<file path="src/rtl/cycle_timer_pkg.sv">
package cycle_timer_pkg;

  localparam int OPT_W  = 8;
  localparam int RATE_W = 3;

  // Option register layout; bit order matches the working-register data
  typedef struct packed {
    logic              wakeDis;
    logic              pullDis;
    logic              extSrc;
    logic              fallEdge;
    logic              preToWdog;
    logic [RATE_W-1:0] rate;
  } optFields_t;

  // Strobes from control to datapath, valid for the current cycle
  typedef struct packed {
    logic              timerEvent;
    logic              wdogEvent;
    logic              preToWdog;
    logic              preClear;
    logic              cntLoad;
    logic [RATE_W-1:0] rate;
  } ctlStrobes_t;

endpackage

</file>
<file path="src/rtl/cycle_timer_ctrl.sv">
module cycle_timer_ctrl
  import cycle_timer_pkg::*;
#(
  parameter int SYNC_STAGES = 2
) (
  input  logic                 clk,
  input  logic                 rstN,
  input  logic                 cycleTick,
  input  logic                 extPin,
  input  logic                 wdogBaseTick,
  input  logic                 optWrEn,
  input  logic [OPT_W-1:0]     optWrData,
  input  logic                 cntWrEn,
  output optFields_t           optQ,
  output ctlStrobes_t          strobes
);

  logic [SYNC_STAGES:0] syncQ;
  logic newerLvl;
  logic olderLvl;
  logic riseSeen;
  logic fallSeen;
  logic pinEvent;

  // Write-only option register, all ones out of reset
  always_ff @(posedge clk) begin
    if (!rstN) begin
      optQ <= '1;
    end else if (optWrEn) begin
      optQ <= optFields_t'(optWrData);
    end
  end

  // Synchroniser chain plus one extra stage for edge detection
  always_ff @(posedge clk) begin
    if (!rstN) begin
      syncQ <= '0;
    end else begin
      syncQ <= {syncQ[SYNC_STAGES-1:0], extPin};
    end
  end

  assign newerLvl = syncQ[SYNC_STAGES-1];
  assign olderLvl = syncQ[SYNC_STAGES];
  assign riseSeen = newerLvl & ~olderLvl;
  assign fallSeen = ~newerLvl & olderLvl;
  assign pinEvent = optQ.fallEdge ? fallSeen : riseSeen;

  always_comb begin
    strobes            = '0;
    strobes.timerEvent = optQ.extSrc ? pinEvent : cycleTick;
    strobes.wdogEvent  = wdogBaseTick;
    strobes.preToWdog  = optQ.preToWdog;
    strobes.preClear   = cntWrEn & ~optQ.preToWdog;
    strobes.cntLoad    = cntWrEn;
    strobes.rate       = optQ.rate;
  end

endmodule

</file>
<file path="src/rtl/cycle_timer_dp.sv">
module cycle_timer_dp
  import cycle_timer_pkg::*;
#(
  parameter int TMR_W   = 8,
  parameter int PRESC_W = 8
) (
  input  logic              clk,
  input  logic              rstN,
  input  ctlStrobes_t       strobes,
  input  logic [TMR_W-1:0]  cntWrData,
  output logic [TMR_W-1:0]  timerCount,
  output logic              wdogTick
);

  localparam int SHIFT_W = RATE_W + 1;

  logic [SHIFT_W-1:0] rateShift;
  logic [PRESC_W-1:0] rateMask;
  logic [PRESC_W-1:0] preCnt;
  logic preEvent;
  logic preHit;
  logic timerInc;
  logic wdogNext;

  // The timer's table sits one step above the watchdog's
  assign rateShift = {1'b0, strobes.rate} + (strobes.preToWdog ? SHIFT_W'(0) : SHIFT_W'(1));

  // Thermometer mask: the low rateShift bits set
  for (genvar g = 0; g < PRESC_W; g++) begin : g_mask
    assign rateMask[g] = (int'(rateShift) > g);
  end

  assign preEvent = strobes.preToWdog ? strobes.wdogEvent : strobes.timerEvent;
  assign preHit   = preEvent && ((preCnt & rateMask) == rateMask);
  assign timerInc = strobes.preToWdog ? strobes.timerEvent : preHit;
  assign wdogNext = strobes.preToWdog ? preHit : strobes.wdogEvent;

  always_ff @(posedge clk) begin
    if (!rstN) begin
      preCnt <= '0;
    end else if (strobes.preClear) begin
      preCnt <= '0;
    end else if (preEvent) begin
      preCnt <= preCnt + 1'b1;
    end
  end

  always_ff @(posedge clk) begin
    if (!rstN) begin
      timerCount <= '0;
    end else if (strobes.cntLoad) begin
      timerCount <= cntWrData;
    end else if (timerInc) begin
      timerCount <= timerCount + 1'b1;
    end
  end

  always_ff @(posedge clk) begin
    if (!rstN) begin
      wdogTick <= 1'b0;
    end else begin
      wdogTick <= wdogNext;
    end
  end

endmodule

</file>
<file path="src/rtl/cycle_timer_wdog.sv">
module cycle_timer_wdog
  import cycle_timer_pkg::*;
#(
  parameter int TMR_W       = 8,
  parameter int PRESC_W     = 8,
  parameter int SYNC_STAGES = 2
) (
  input  logic              clk,
  input  logic              rstN,
  input  logic              cycleTick,
  input  logic              extPin,
  input  logic              wdogBaseTick,
  input  logic              optWrEn,
  input  logic [7:0]        optWrData,
  input  logic              cntWrEn,
  input  logic [TMR_W-1:0]  cntWrData,
  output logic [TMR_W-1:0]  timerCount,
  output logic              wdogTimeoutTick,
  output logic              pinForceInput,
  output logic              wakeDisable,
  output logic              pullDisable
);

  optFields_t  optQ;
  ctlStrobes_t strobes;

  cycle_timer_ctrl #(.SYNC_STAGES(SYNC_STAGES)) u_ctrl (
    .clk          (clk),
    .rstN         (rstN),
    .cycleTick    (cycleTick),
    .extPin       (extPin),
    .wdogBaseTick (wdogBaseTick),
    .optWrEn      (optWrEn),
    .optWrData    (optWrData),
    .cntWrEn      (cntWrEn),
    .optQ         (optQ),
    .strobes      (strobes)
  );

  cycle_timer_dp #(.TMR_W(TMR_W), .PRESC_W(PRESC_W)) u_dp (
    .clk        (clk),
    .rstN       (rstN),
    .strobes    (strobes),
    .cntWrData  (cntWrData),
    .timerCount (timerCount),
    .wdogTick   (wdogTimeoutTick)
  );

  assign pinForceInput = optQ.extSrc;
  assign wakeDisable   = optQ.wakeDis;
  assign pullDisable   = optQ.pullDis;

endmodule

</file>
<file path="config.mk">
export PLATFORM = sky130hd
export DESIGN_NAME = cycle_timer_wdog
export DESIGN_NICKNAME = d
export VERILOG_FILES = /design/src/rtl/cycle_timer_pkg.sv /design/src/rtl/cycle_timer_ctrl.sv /design/src/rtl/cycle_timer_dp.sv /design/src/rtl/cycle_timer_wdog.sv
export SDC_FILE = /design/constraint.sdc
export NUM_CORES = 1
export LEC_CHECK = 0
export ABC_AREA = 0
export BUFFER_PORTS_ARGS = -buffer_cell sky130_fd_sc_hd__buf_4
export CAP_MARGIN = 20
export CORE_MARGIN = 5
export CORE_UTILIZATION = 45
export DETAILED_ROUTE_END_ITERATION = 10
export GPL_ROUTABILITY_DRIVEN = 0
export PLACE_DENSITY = 0.69
export SETUP_SLACK_MARGIN = 0.2
export SLEW_MARGIN = 0
export SYNTH_ARGS = -nofsm -noshare
export SYNTH_HDL_FRONTEND = slang
export SYNTH_SLANG_ARGS = --single-unit
</file>
<file path="constraint.sdc">
create_clock -name clk -period 3.14 [get_ports clk]
set_clock_uncertainty 0.2 [all_clocks]
set_input_delay 0.157 -clock clk [delete_from_list [all_inputs] [get_ports clk]]
set_output_delay 0.157 -clock clk [all_outputs]
set_load 0.01 [all_outputs]
</file>
==> metrics.txt, run 1 <==
share of layout cells above drive strength 1 0.214; Unique masters post-synth 43; die height about 67 um; commonest non-fill, non-tap cell in the layout dlygate4sd3_1; clock sinks 28; Hold Crit Class in -> reg; Placed Area approximately 0.0017 sq mm; Starting Density 0.469; Critical path buffers and inverters 1; initial antenna violation count 0; Fillers roughly 240; I/O Buffers 34; area of the core ~0.003 sq mm; Area Growth Syn to Fin 53.7%; worst-margin pin slew about 0.95 ns; worst slack, placed 0.308 ns; clk_lat worst skew about 0.33 ns; Mapped Area ~0.0014 sq mm; diode count 0; dominant cells by area after synthesis dfxtp_1, mux2i_1, o21ai_0, nand4_1, nor2_1; asr flop ratio synth 0; critical path arrival 2.75 ns; DRC Markers 0; status complete, no violations; Synth Area per Inst between 9 and 10 sq um; RSZ-0062 raised after global routing false; chip width between 60 and 70 um; #FFs+latches synth 28; Fin. Hold Viols 0; Cells after Synth 158; Multi-input gate area around 850 sq um; Pleak 0.911 nW; yosys warns 0; final WL 3850 um; final instance area 0.00222 sq mm; drt initial violations roughly 70; max_cap viols 0; vias in the first global route 1485; Final #Nets 262; Inst Count DP between 200 and 250; routed length per instance about 14 um; Via density ~5.3; Setup WS post-layout roughly 0.44 ns; first-pass GRT wire length 6830 um; Core Util, Final 0.721; post-synthesis sequential area ratio 0.388; Detailed Place HPWL between 2000 and 2500 um; Register Area approximately 560 sq um; Clock Pin Slew Worst Setup and Hold Paths approximately 0.16 ns; Site Rows 20; fin cells 278; largest net degree at the start of global routing 24; Pwr Total 834 uW; Die ar. 0.00444 sq mm; Crit Path Max Fanout 7; all-layer global routing usage 0.198; endpoint kind of the worst setup timing path flip-flop; Synth Flop Type dfxtp_1; Worst setup SP type flip-flop; setup TNS 0 ns; Fin Hold WS approximately 0.015 ns; post-synth top area share 0.388; grt ovf 0; dominant cell type by area after synthesis dfxtp_1; CTS Root Cell clkbuf_4; drt pass-1 iters 4; final setup violation count 0; EDFF count, synth 0; Slowest-stage cell, CP a211oi_1; Clock Tree Buf Depth 2; Final period util 0.859; Synthesized Nets approximately 190; WP data required roughly 3.2 ns; critical path type reg -> reg; slew margin rel. 0.361; Vias about 1500; f_max roughly 370 MHz; Cell Pwr Density between 300 and 400 mW/mm^2; Slew Limit Fails 0; Num CTS Buffers 3; clock period minus final worst setup slack roughly 2.7 ns; Crit path max-delay family compound AO/OA/AOI/OAI gates; worst vdd ir 0.000289 V; CTS tree yes; crit-path cells inv_1, ha_2, ha_1, a21boi_4, a211oi_1, o31ai_4, o311a_2, a31o_1, o221a_2; ANT nets after route 0; I/O pins 35; most frequent cells in the layout dlygate4sd3_1, buf_4, dfxtp_1; H-tree depth 1; max incr delay on CP just under 0.5 ns
-- layout make-up --
| cell class | count | share of cell area |
|---|---|---|
| timing repair buffer | 78 | 0.312 |
| inverter | 2 | 0.00338 |
| multi-input combinational | 122 | 0.383 |
| clock buffer | 3 | 0.0101 |
| tap | 44 | 0.0248 |
| clock inverter | 1 | 0.0135 |
| sequential | 28 | 0.253 |
-- per-layer routing --
layer  routed length, um  up-vias  GRT usage
met4                 104        0     0.0685
met3                 193       12     0.0489
li1                    -      737          -
met1                1630      668      0.230
met5                   0        -          0
met2                1920       45      0.350
-- timing repair --
item,CTS,global route
buffers inserted,0,0
hold endpoints to repair,19,0
hold buffers,43,0
endpoints found under the setup margin,0,6
gates resized for setup,0,3
-- cells by family (layout without fill, tap and decap cells) --
family	Yosys count	count (layout)	synth area share
and+or+nand+nor	67	67	0.251
AOI/OAI and AO/OA	35	35	0.191
adders and majority gates	4	4	0.0347
buffers and inverters	8	84	0.0295
muxes	9	9	0.0633
xor gates and xnor gates	7	7	0.0425
DFF	28	28	0.388
-- flip-flops by register name, indices dropped and copies added (netlist names) --
signal           flops
u_dp.preCnt          8
u_dp.timerCount      8
u_ctrl.syncQ         3
u_dp.wdogTick        1
u_ctrl.optQ          8
-- worst register-to-register path, cell delays in order (launching register included) --
cell and delay, ns:
dfxtp_2 0.41, inv_1 0.15, ha_2 0.24, ha_1 0.20, a21boi_4 0.14, a211oi_1 0.49
o31ai_4 0.15, o311a_2 0.18, a31o_1 0.23, o221a_2 0.21
-- Yosys cell counts, drive strengths merged, types with 3 or more instances --
library cell and number:
nor4b 3, buf 3, o21ai 13, a31oi 3, clkbuf 3, and3 6
a21oi 3, dfxtp 28, nand3 5, xor2 6, and2 5, nand4 9
nor2 15, ha 4, nand2 12, mux2i 8, a21boi 3
-- path summary, 6_finish.rpt --
check                                                  endpoint  depth (start not counted)                   startpoint  slack (ns)
worst max register to register  u_dp.timerCount[1]$_SDFFE_PN0P_                          9  u_ctrl.optQ[3]$_SDFFE_PN1P_        0.44
worst max-delay path            u_dp.timerCount[1]$_SDFFE_PN0P_                          9  u_ctrl.optQ[3]$_SDFFE_PN1P_        0.44
worst min-delay path            u_dp.timerCount[0]$_SDFFE_PN0P_                          4                      cntWrEn        0.02
worst min register to register       u_ctrl.syncQ[1]$_SDFF_PN0_                          1   u_ctrl.syncQ[0]$_SDFF_PN0_        0.28
-- power by group --
part | leakage [nW] | internal [mW] | switching (mW)
Combinational | 0.653 | 0.115 | 0.0872
Clock | 0.0279 | 0.129 | 0.107
Sequential | 0.230 | 0.374 | 0.0210
Total | 0.911 | 0.618 | 0.216
(Power assumes the default switching activity.)
==> run 2: changes to the inputs <==
--- a/config.mk
+++ b/config.mk
@@ -8,7 +8,7 @@
 export ABC_AREA = 0
 export BUFFER_PORTS_ARGS = -buffer_cell sky130_fd_sc_hd__buf_4
 export CAP_MARGIN = 20
-export CORE_MARGIN = 5
+export CORE_MARGIN = 1.5
 export CORE_UTILIZATION = 45
 export DETAILED_ROUTE_END_ITERATION = 10
 export GPL_ROUTABILITY_DRIVEN = 0
==> run 2 against run 1 <==
  * Worst hold slack improved by 0.014 ns
  * Sequential power about the same
  * Clock power is 23% lower
  * Largest cell class unchanged
  * Highest routed layer unchanged
==> metrics.txt, run 2 (synthesis gave the netlist of run 1 again) <==
I/O Buffers 34; max_cap viols 0; critical path arrival roughly 2.8 ns; Site Rows 20; setup bufs post-CTS 0; Cell Pwr Density around 350 mW/mm^2; drt pass-1 iters 4; f_max around 370 MHz; initial antenna violation count 0; clk_lat worst skew 0.33 ns; HP Start cntWrEn; Final period util 0.869; clock period minus final worst setup slack approximately 2.7 ns; WP data required 3.19 ns; Clock Tree Buf Depth 2; worst vdd ir 0.000223 V; Final #Nets around 260; most frequent cells in the layout dlygate4sd3_1, buf_4, dfxtp_1; die height just under 60 um; Via density 5.30; worst-margin pin slew between 0.8 and 0.9 ns; Core Util, Final 0.718; RR Endpoint u_dp.timerCount[1]$_SDFFE_PN0P_; Worst setup SP type flip-flop; routed length per instance around 14 um; Vias between 1000 and 1500; drt initial violations 39; final WL around 3900 um; Die ar. around 0.0036 sq mm; status complete, no violations; Fin. Hold Viols 0; grt met1 use 0.292; Area Growth Syn to Fin 51.9%; endpoint kind of the worst setup timing path flip-flop; RSZ-0062 raised after global routing false; Slew Limit Fails 0; Crit Path Max Fanout 7; DRC Markers 0; clock sinks 28; worst r2r src u_ctrl.optQ[3]$_SDFFE_PN1P_; CTS Root Cell clkbuf_4; I/O pins 35; Pleak roughly 0.9 nW; Starting Density 0.473; all-layer global routing usage 0.243; gr busiest metal met2; CTS tree yes; critical path type reg -> reg; first-pass GRT wire length between 6000 and 7000 um; share of layout cells above drive strength 1 0.206; largest net degree at the start of global routing 24; worst setup path startpoint u_ctrl.optQ[3]$_SDFFE_PN1P_; area of the core 0.00305 sq mm; met3 usage in global routing 0.0393; number of cells on the worst reg-to-reg path 9; chip width ~60 um; ANT nets after route 0; Top Registers u_ctrl.optQ (8), u_dp.preCnt (8), u_dp.timerCount (8); grt ovf 0; vias in the first global route roughly 1500; setup TNS 0 ns; hold path depth 4; final instance area around 0.0022 sq mm; diode count 0; GR Layer Usage met2 0.424; Detailed Place HPWL between 2000 and 2500 um; commonest non-fill, non-tap cell in the layout dlygate4sd3_1; Hold Crit Class in -> reg; Clock Pin Slew Worst Setup and Hold Paths around 0.15 ns; hold endpoint u_dp.timerCount[0]$_SDFFE_PN0P_; Pwr Total 777 uW; Num CTS Buffers 3; Placed Area approximately 0.0017 sq mm; r2r setup slk 0.41 ns; H-tree depth 1; final setup violation count 0; slew margin rel. 0.419
## run 2: changes by cell type in the layout (fill, tap and decap cells not counted), sizes merged
cell and delta:
buf -1, bufinv -1, clkbuf +1
## run 2: how the worst max path moves through the flow
stage	endpoint	slack, ns
final	u_dp.timerCount[1]$_SDFFE_PN0P_	0.41
after global routing	u_dp.timerCount[1]$_SDFFE_PN0P_	0.24
after CTS	u_dp.timerCount[4]$_SDFFE_PN0P_	0.28
after detailed placement	u_dp.timerCount[1]$_SDFFE_PN0P_	0.31
after global placement	u_dp.timerCount[3]$_SDFFE_PN0P_	0.43
after floorplan	u_dp.timerCount[1]$_SDFFE_PN0P_	0.55
## run 2: cell type report
type / count / area [sq um]
well taps: 44 / 55.1
fillers: 253 / 860
repair buffers: 77 / 686
inverters: 2 / 7.51
multi-input cells: 122 / 847
flip-flops and latches: 28 / 562
clock buffers: 4 / 36.3
## run 2: through the flow
stage | setup slack (ns) | instances | hold slack (ns)
floorplan | 0.554 | 158 | 0.0832
detailed placement | 0.315 | 230 | 0.175
global placement | 0.433 | 230 | 0.172
global route | 0.243 | 277 | 0.0300
CTS | 0.280 | 277 | 0.0163
finish | 0.412 | 277 | 0.0289
## run 2: critical path, stage by stage (launching register included)
cell and delay (ns):
dfxtp_2 0.41, inv_1 0.14, ha_1 0.28, ha_1 0.22, a21boi_4 0.14, a211oi_1 0.47
o31ai_4 0.15, o311a_2 0.18, a31o_1 0.23, o221a_2 0.22
## run 2: routing by layer
metal,share of wire,vias up,routed length [um]
li1,-,735,-
met4,0.027,0,105
met2,0.51,35,1970
met1,0.42,686,1630
met5,0,-,0
met3,0.038,11,145
## run 2: report_power, final
part | internal [mW] | total (mW) | switching (mW)
Combinational | 0.113 | 0.199 | 0.0864
Sequential | 0.374 | 0.396 | 0.0214
Clock | 0.0711 | 0.182 | 0.111
## run 2: what timing repair did
| item | in CTS | in global routing |
|---|---|---|
| gates resized for setup | 0 | 2 |
| endpoints found under the hold margin | 19 | 0 |
| hold buffers | 43 | 0 |
| endpoints found under the setup margin | 0 | 6 |
